==> src/rtl/keybank_pkg.sv <==
package keybank_pkg;

    localparam int WORD_W = 64;
    localparam int NWORDS = 4;
    localparam int IDX_W  = $clog2(NWORDS);
    localparam int SIZE_W = 6;

    typedef enum logic [1:0] {
        KLEN_16B = 2'd0,
        KLEN_24B = 2'd1,
        KLEN_32B = 2'd2
    } klen_e;

    typedef struct packed {
        logic              en;
        logic [IDX_W-1:0]  idx;
        logic [WORD_W-1:0] data;
    } kwr_t;

    function automatic logic size_legal(input logic [SIZE_W-1:0] nbytes);
        return (nbytes == SIZE_W'(16)) || (nbytes == SIZE_W'(24)) ||
               (nbytes == SIZE_W'(32));
    endfunction

    function automatic klen_e bytes_to_len(input logic [SIZE_W-1:0] nbytes);
        case (nbytes)
            SIZE_W'(24): return KLEN_24B;
            SIZE_W'(32): return KLEN_32B;
            default:     return KLEN_16B;
        endcase
    endfunction

    function automatic logic [SIZE_W-1:0] len_to_bytes(input klen_e len);
        case (len)
            KLEN_24B: return SIZE_W'(24);
            KLEN_32B: return SIZE_W'(32);
            default:  return SIZE_W'(16);
        endcase
    endfunction

    function automatic logic [IDX_W:0] len_to_words(input klen_e len);
        case (len)
            KLEN_24B: return (IDX_W+1)'(3);
            KLEN_32B: return (IDX_W+1)'(4);
            default:  return (IDX_W+1)'(2);
        endcase
    endfunction

endpackage

==> src/rtl/kb_size_reg.sv <==
module kb_size_reg
    import keybank_pkg::*;
(
    input  logic              clk,
    input  logic              rst,
    input  logic              init,
    input  logic              size_we,
    input  logic [SIZE_W-1:0] size_bytes,
    output klen_e             len_o,
    output logic [IDX_W:0]    active_words,
    output logic [SIZE_W-1:0] bytes_o
);

    klen_e len_q;

    always_ff @(posedge clk) begin
        if (rst || init) begin
            len_q <= KLEN_16B;
        end else if (size_we && size_legal(size_bytes)) begin
            len_q <= bytes_to_len(size_bytes);
        end
    end

    assign len_o        = len_q;
    assign active_words = len_to_words(len_q);
    assign bytes_o      = len_to_bytes(len_q);

endmodule

==> src/rtl/kb_wr_ctrl.sv <==
module kb_wr_ctrl
    import keybank_pkg::*;
(
    input  logic           clk,
    input  logic           rst,
    input  logic           init,
    input  kwr_t           req,
    input  logic           busy,
    input  logic [IDX_W:0] active_words,
    output kwr_t           commit,
    output logic           err_o
);

    logic in_range;
    logic err_q;

    assign in_range = ({1'b0, req.idx} < active_words);

    always_comb begin
        commit      = req;
        commit.en   = req.en && !busy && in_range && !init;
    end

    always_ff @(posedge clk) begin
        if (rst || init) begin
            err_q <= 1'b0;
        end else if (req.en && busy) begin
            err_q <= 1'b1;
        end
    end

    assign err_o = err_q;

endmodule

==> src/rtl/kb_store.sv <==
module kb_store
    import keybank_pkg::*;
#(
    parameter int N_W   = NWORDS,
    parameter int W     = WORD_W,
    localparam int IW   = $clog2(N_W)
) (
    input  logic           clk,
    input  logic           rst,
    input  logic           init,
    input  logic           wr_en,
    input  logic [IW-1:0]  wr_idx,
    input  logic [W-1:0]   wr_data,
    input  logic [IW:0]    active_words,
    input  logic [IW-1:0]  rd_idx,
    output logic [W-1:0]   rd_data,
    output logic [N_W*W-1:0] key_vec
);

    logic [W-1:0] mem [N_W];

    for (genvar g = 0; g < N_W; g++) begin : g_word
        always_ff @(posedge clk) begin
            if (rst || init) begin
                mem[g] <= '0;
            end else if (wr_en && (wr_idx == IW'(g))) begin
                mem[g] <= wr_data;
            end
        end
        assign key_vec[g*W +: W] = ((IW+1)'(g) < active_words) ? mem[g] : '0;
    end

    assign rd_data = mem[rd_idx];

endmodule

==> src/rtl/cipher_key_bank.sv <==
module cipher_key_bank
    import keybank_pkg::*;
(
    input  logic                     clk,
    input  logic                     rst,
    input  logic                     init,
    input  logic                     wr_en,
    input  logic [IDX_W-1:0]         wr_idx,
    input  logic [WORD_W-1:0]        wr_data,
    input  logic [IDX_W-1:0]         rd_idx,
    output logic [WORD_W-1:0]        rd_data,
    input  logic                     size_we,
    input  logic [SIZE_W-1:0]        size_bytes,
    input  logic                     mode_we,
    input  logic                     mode_restore,
    input  logic                     busy,
    output logic [NWORDS*WORD_W-1:0] key_vec,
    output logic [SIZE_W-1:0]        key_bytes,
    output logic                     restore_o,
    output logic                     ctx_err
);

    klen_e          len;
    logic [IDX_W:0] active_words;
    kwr_t           req;
    kwr_t           commit;
    logic           restore_q;

    assign req = '{en: wr_en, idx: wr_idx, data: wr_data};

    kb_size_reg u_size (
        .clk          (clk),
        .rst          (rst),
        .init         (init),
        .size_we      (size_we),
        .size_bytes   (size_bytes),
        .len_o        (len),
        .active_words (active_words),
        .bytes_o      (key_bytes)
    );

    kb_wr_ctrl u_ctrl (
        .clk          (clk),
        .rst          (rst),
        .init         (init),
        .req          (req),
        .busy         (busy),
        .active_words (active_words),
        .commit       (commit),
        .err_o        (ctx_err)
    );

    kb_store #(.N_W(NWORDS), .W(WORD_W)) u_store (
        .clk          (clk),
        .rst          (rst),
        .init         (init),
        .wr_en        (commit.en),
        .wr_idx       (commit.idx),
        .wr_data      (commit.data),
        .active_words (active_words),
        .rd_idx       (rd_idx),
        .rd_data      (rd_data),
        .key_vec      (key_vec)
    );

    always_ff @(posedge clk) begin
        if (rst || init) begin
            restore_q <= 1'b0;
        end else if (mode_we) begin
            restore_q <= mode_restore;
        end
    end

    assign restore_o = restore_q;

    logic unused_len;
    assign unused_len = ^len;

endmodule

==> config.mk <==
export PLATFORM = sky130hd
export DESIGN_NAME = cipher_key_bank
export DESIGN_NICKNAME = d
export VERILOG_FILES = /design/src/rtl/keybank_pkg.sv /design/src/rtl/kb_size_reg.sv /design/src/rtl/kb_wr_ctrl.sv /design/src/rtl/kb_store.sv /design/src/rtl/cipher_key_bank.sv
export SDC_FILE = /design/constraint.sdc
export NUM_CORES = 1
export LEC_CHECK = 0
export ABC_AREA = 1
export BUFFER_PORTS_ARGS = -buffer_cell sky130_fd_sc_hd__buf_2
export CORE_MARGIN = 3
export CORE_UTILIZATION = 35
export DETAILED_ROUTE_END_ITERATION = 8
export GPL_ROUTABILITY_DRIVEN = 0
export PLACE_DENSITY = 0.68
export SYNTH_ARGS = -nofsm -noshare
export SYNTH_HDL_FRONTEND = slang
export SYNTH_SLANG_ARGS = --single-unit
==> constraint.sdc <==
create_clock -name clk -period 6.01 [get_ports clk]
set_input_delay 0.3005 -clock clk [delete_from_list [all_inputs] [get_ports clk]]
set_output_delay 0.3005 -clock clk [all_outputs]
set_load 0.02 [all_outputs]
==> reports/qor.csv, run 1 <==
stage,metric,value,unit
run_status,outcome,completed,
setup_path,r2r_start,u_size.len_o[0],
sta,min_period,3360,ps
power,vdd_ir_drop_max,0.207,mV
floorplanning,ios,410,
sta,period_share,0.560,
finish,layout-drive-gt1-share,0.283,
sta,finalSetupViolCount,0,
drt,vias_per_cell,4.84,
logic_synthesis,synthAdderAreaFrac,0.00390,
power,p_int,3.29,mW
sta,fin_tns_setup,0,ps
hold_path,hp-class,in -> reg,
power,p_seq_frac,0.483,
setup_path,required,6370,ps
power,p_clk_frac,0.418,
clock_tree,post_cts_resized,0,
floorplanning,coreArea,35900,um^2
clock_tree,cts_sinks,260,
power,power_switching_share,0.244,
setup_path,cp_slowest_cell,nand4_4,
floorplanning,start_util,0.358,
drt,drt_iter0_drc,796,
grt,grt_max_degree,110,
clock_tree,h-tree-depth,1,
clock_tree,clk_root_buffer_cell,clkbuf_16,
sta,final_max_slew_viol_count,0,
hold_path,hold_start,size_we,
sta,tightest_slew,1190,ps
finish,fin_nets,1752,
grt,antenna_found_initial,0,
power,power.leakage,7.82,nW
finish,multi_input_area,3360,um^2
place,placed_area,14600,um^2
finish,syn2layout_area_growth,21.1,%
clock_tree,cts_max_path_buffers,3,
floorplanning,rows,69,
sta,finalClockSkew,10.9,ps
sta,rsz0062_at_grt,no,
sta,finalHoldViolCount,0,
sta,layout_setup_ws,2650,ps
logic_synthesis,synth-async-reset-ratio,0,
hold_path,whs_endpoint,u_size.len_o[1],
clock_tree,clock_latency,550,ps
drt,wirelength,37.6,mm
logic_synthesis,synth_cell_types,22,
place,place_inst,2095,
clock_tree,post_cts_buffers,0,
drt,drtPass1Iterations,5,
place,port_buffers,406,
finish,nFillCells,3518,
drt,drtAntennaViolNets,0,
setup_path,critical_path.reg2reg.endpoint,u_store.mem[2][43],
grt,grt_overflow,0,
logic_synthesis,synth_flop_cell,edfxtp_1,
logic_synthesis,synthMuxAreaShare,0,
drt,wl_per_cell,17.5,um
setup_path,crit_top_cell,inv_1,
sta,fmax,0.297,GHz
grt,grt_first_pass_wirelength,56.1,mm
logic_synthesis,postSynthCellCount,1432,
logic_synthesis,synth_seq_cells,260,
grt,grt_pass1_vias,10127,
power,totalPowerFinal,4.35,mW
clock_tree,cts_made_buffers,28,
logic_synthesis,synth_top_family_by_area,simple AND/OR/NAND/NOR gates,
hold_path,hold_depth,3,
setup_path,rr_worst_depth,7,
setup_path,r2r_slack,2650,ps
logic_synthesis,synth-compound-area-share,0.103,
finish,antennaDiodeCount,0,
setup_path,slowest_delay,910,ps
logic_synthesis,synth_edf_count,256,
floorplanning,die_w,198,um
power,comb_power_share,0.099,
flow_run,cap_viol_max_count,0,
clock_tree,path_clk_slew,60,ps
drt,vias,10390,
finish,stdcell_area,15600,um^2
drt,drc_errors,0,
setup_path,crit_fanout,67,
logic_synthesis,syn_avg_cell_area,8.97,um^2
place,dp_slack,2660,ps
setup_path,crit_start,u_size.len_o[0],
floorplanning,dieHeight,198,um
setup_path,path_class,reg -> reg,
clock_tree,cts_tree,built,
logic_synthesis,synthSimpleGateAreaFrac,0.150,
finish,final_cells,2148,
power,p_sw,1.06,mW
floorplanning,dieArea,39000,um^2
place,hpwlAfterDp,25.3,mm
logic_synthesis,yosys_warnings,0,
setup_path,arrival,3720,ps
setup_path,crit_chain,inv_1 > ha_4 > inv_1 > ha_1 > nand2_2 > nand4_4 > nor2_1,
setup_path,worstSetupEndpointType,register,
logic_synthesis,syn_area,12800,um^2
logic_synthesis,synth_seq_area_share,0.605,
logic_synthesis,synth_xor_area_frac,0,
power,powerDensity,280,nW/um^2
setup_path,cp-start-kind,register,
sta,hold_slack,48.9,ps
finish,seq_area,7770,um^2
finish,post-route-util,0.433,
grt,grt_use_total,0.182,
clock_tree,cts_hold_buf,2,
sta,relSlewSlack,0.207,
[worst max-delay path: cells and delay by family (launching register included)]
kind / cells / cell delay (ps)
AND/OR/NAND/NOR: 3 / 1480
flip-flops: 1 / 330
adder cells (fa/ha/maj): 2 / 970
buffers and inverters: 2 / 340
[sequential cells by signal (all words and copies together) (netlist names)]
| register | cells |
|---|---|
| u_store.mem | 256 |
| restore_o | 1 |
| u_ctrl.err_o | 1 |
| u_size.len_o | 2 |
[cell usage after synthesis, drive strengths merged, types with 4 or more instances]
cell type / count / share of area
nand2: 81 / 0.024
o21ai: 194 / 0.076
nand3: 4 / 0.0016
nand4: 4 / 0.0066
nor2: 395 / 0.12
edfxtp: 256 / 0.60
buf: 41 / 0.027
a21oi: 68 / 0.027
inv: 207 / 0.060
dfxtp: 4 / 0.0062
ha: 4 / 0.0039
clkbuf: 171 / 0.050
[power groups by stage]
stage	registers (mW)	clock network (mW)	logic [mW]
CTS	2.10	1.86	0.433
global placement	2.14	0	0.425
finish	2.10	1.82	0.429
detailed placement	2.14	0	0.431
floorplan	2.12	0	0.286
global route	2.11	1.93	0.469
[logic make-up (layout without fill, tap and decap cells)]
group	Yosys count	count (layout)
AO/OA/AOI/OAI	262	262
adder cells (fa/ha/maj)	4	4
buffers and inverters	419	672
flip-flops	260	260
other	1	3
AND/OR/NAND/NOR	486	486
[layout by cell type, fill, tap and decap left out, types with 6 or more instances in the layout]
| cell type | Yosys | routed |
|---|---|---|
| buf_2 | 3 | 406 |
| buf_4 | 4 | 6 |
| a21oi_1 | 67 | 67 |
| nand2_1 | 80 | 76 |
| clkbuf_16 | 0 | 28 |
| edfxtp_1 | 256 | 256 |
| bufinv_16 | 0 | 6 |
| nor2_2 | 9 | 9 |
| inv_1 | 206 | 204 |
| nor2_1 | 386 | 386 |
| o21ai_0 | 194 | 194 |
[worst max-delay path by stage]
| stage | endpoint | cells past startpoint | slack (ps) |
|---|---|---|---|
| final | u_store.mem[2][43] | 7 | 2650 |
| after global routing | u_store.mem[2][2] | 7 | 2400 |
| after CTS | u_store.mem[2][59] | 7 | 2620 |
| after detailed placement | u_store.mem[2][36] | 7 | 2660 |
| after global placement | u_store.mem[1][46] | 8 | 2740 |
| after floorplan | u_store.mem[0][0] | 8 | 2660 |
[layer usage]
| layer | vias up | track usage | part of all wire |
|---|---|---|---|
| met2 | 446 | 0.326 | 0.51 |
| met4 | 0 | 0.0548 | 0.027 |
| met3 | 70 | 0.0290 | 0.071 |
| li1 | 4923 | - | - |
| met1 | 4951 | 0.226 | 0.39 |
| met5 | - | 0 | 0 |
[layout make-up]
class | count | share of cell area
clock buffers | 33 | 0.0463
repair buffers | 414 | 0.135
well taps | 461 | 0.0371
clock inverters | 18 | 0.0163
inverters | 207 | 0.0503
multi-input cells | 755 | 0.216
flip-flops and latches | 260 | 0.499
Power figures use the tool's default switching activity.
==> run 2: changes to the inputs <==
--- a/config.mk
+++ b/config.mk
@@ -11,7 +11,7 @@
 export CORE_UTILIZATION = 35
 export DETAILED_ROUTE_END_ITERATION = 8
 export GPL_ROUTABILITY_DRIVEN = 0
-export PLACE_DENSITY = 0.68
+export PLACE_DENSITY = 0.7
 export SYNTH_ARGS = -nofsm -noshare
 export SYNTH_HDL_FRONTEND = slang
 export SYNTH_SLANG_ARGS = --single-unit
==> constraint.sdc (replaced) <==
create_clock -name clk -period 2.72 [get_ports clk]
set_input_delay 0.136 -clock clk [delete_from_list [all_inputs] [get_ports clk]]
set_output_delay 0.136 -clock clk [all_outputs]
set_load 0.02 [all_outputs]
==> reports/qor.csv, run 2 (synthesis gave the netlist of run 1 again) <==
stage,metric,value,unit
run_status,outcome,completed,
clock_tree,h-tree-depth,1,
sta,finalClockSkew,7.61,ps
finish,regMostFlops,u_store.mem,
place,placed_area,14900,um^2
finish,layout-drive-gt1-share,0.280,
finish,final_cells,2238,
drt,vias_per_cell,4.86,
drt,drc_errors,0,
drt,drtAntennaViolNets,0,
sta,min_period,2280,ps
power,powerDensity,568,nW/um^2
finish,stdcell_area,16500,um^2
drt,wl_per_cell,17.7,um
drt,drt_iter0_drc,720,
drt,drtPass1Iterations,5,
floorplanning,dieArea,39000,um^2
sta,final_max_slew_viol_count,0,
grt,grt_use_total,0.193,
setup_path,worstSetupEndpointType,register,
clock_tree,path_clk_slew,60,ps
clock_tree,cts_max_path_buffers,3,
sta,finalHoldViolCount,0,
drt,wirelength,39.6,mm
place,place_inst,2118,
sta,finalSetupViolCount,0,
setup_path,path_class,reg -> reg,
finish,syn2layout_area_growth,28.1,%
floorplanning,rows,69,
grt,grt_pass1_vias,10771,
power,vdd_ir_drop_max,0.426,mV
setup_path,crit_fanout,32,
finish,fin_nets,1841,
grt,grt_first_pass_wirelength,59.5,mm
drt,vias,10887,
grt,antenna_found_initial,4,
finish,final_cell_mix,"buf_2, nor2_1, edfxtp_1, inv_1, o21ai_0",
clock_tree,cts_sinks,260,
sta,relSlewSlack,0.393,
sta,tightest_slew,911,ps
floorplanning,die_w,198,um
sta,fin_tns_setup,0,ps
setup_path,arrival,2460,ps
floorplanning,coreArea,35900,um^2
grt,grt_overflow,0,
finish,largest_reg_flops,256,
place,port_buffers,406,
finish,nFillCells,3351,
clock_tree,cts_tree,built,
hold_path,hp-class,in -> reg,
sta,fmax,0.439,GHz
clock_tree,cts_made_buffers,27,
place,hpwlAfterDp,27.1,mm
power,power.leakage,8.23,nW
flow_run,cap_viol_max_count,0,
finish,post-route-util,0.458,
clock_tree,clock_latency,530,ps
clock_tree,clk_root_buffer_cell,clkbuf_16,
sta,rsz0062_at_grt,no,
clock_tree,post_cts_resized,0,
place,dp_slack,414,ps
setup_path,required,2900,ps
finish,layout_commonest_cell,buf_2,
floorplanning,start_util,0.358,
floorplanning,dieHeight,198,um
sta,layout_setup_ws,441,ps
sta,period_share,0.838,
setup_path,cp-start-kind,register,
floorplanning,ios,410,
grt,grt_max_degree,71,
==> run 2: report_power, final <==
group,internal (mW),leakage [nW],switching (mW)
clock network,2.10,0.417,1.53
logic,0.354,4.91,0.722
registers,4.55,2.90,0.0856
total,7.01,8.23,2.34
==> run 2: per-stage QoR <==
stage	hold WS, ps	total power [mW]
floorplan	230	5.32
global placement	327	5.70
detailed placement	343	5.72
CTS	29.1	9.43
global route	90.1	9.68
finish	55.7	9.35
==> run 2: repair_timing <==
item / in CTS / in global routing
hold endpoints to repair: 260 / 0
setup buffers: 0 / 0
endpoints found under the setup margin: 0 / 0
hold buffers: 69 / 0
==> run 2: worst paths after layout <==
| kind | from | endpoint | slack (ps) | cells past startpoint |
|---|---|---|---|---|
| worst max-delay path | u_size.len_o[1] | u_store.mem[2][44] | 440 | 8 |
| worst min-delay path | size_bytes[4] | u_size.len_o[1] | 60 | 6 |
| worst max register to register | u_size.len_o[1] | u_store.mem[2][44] | 440 | 8 |
| worst min register to register | u_ctrl.err_o | u_ctrl.err_o | 470 | 2 |
==> run 2: layer usage <==
metal,wire length [um],global-route usage,up-vias,share of wire
li1,-,-,5096,-
met2,20000,0.348,513,0.50
met1,15300,0.234,5179,0.39
met4,1400,0.0705,4,0.035
met5,16,0,-,0.00040
met3,2890,0.0319,95,0.073
==> run 2: cell type report <==
type,count,area [um^2],share of cell area
flip-flops and latches,260,7770,0.472
multi-input cells,755,3350,0.203
repair buffers,504,3130,0.190
inverters,207,781,0.0474
clock buffers,33,698,0.0424
well taps,461,577,0.0350
clock inverters,15,155,0.00942
diodes,3,7.51,0.000456
==> run 2: worst max-delay path, cell delays in order (launching register included) <==
cell     delay [ps]
dfxtp_1         370
ha_2            220
inv_1           100
ha_1            210
nand2_2         190
and2_2          210
nand2_1          90
nand2_4          90
buf_4           400
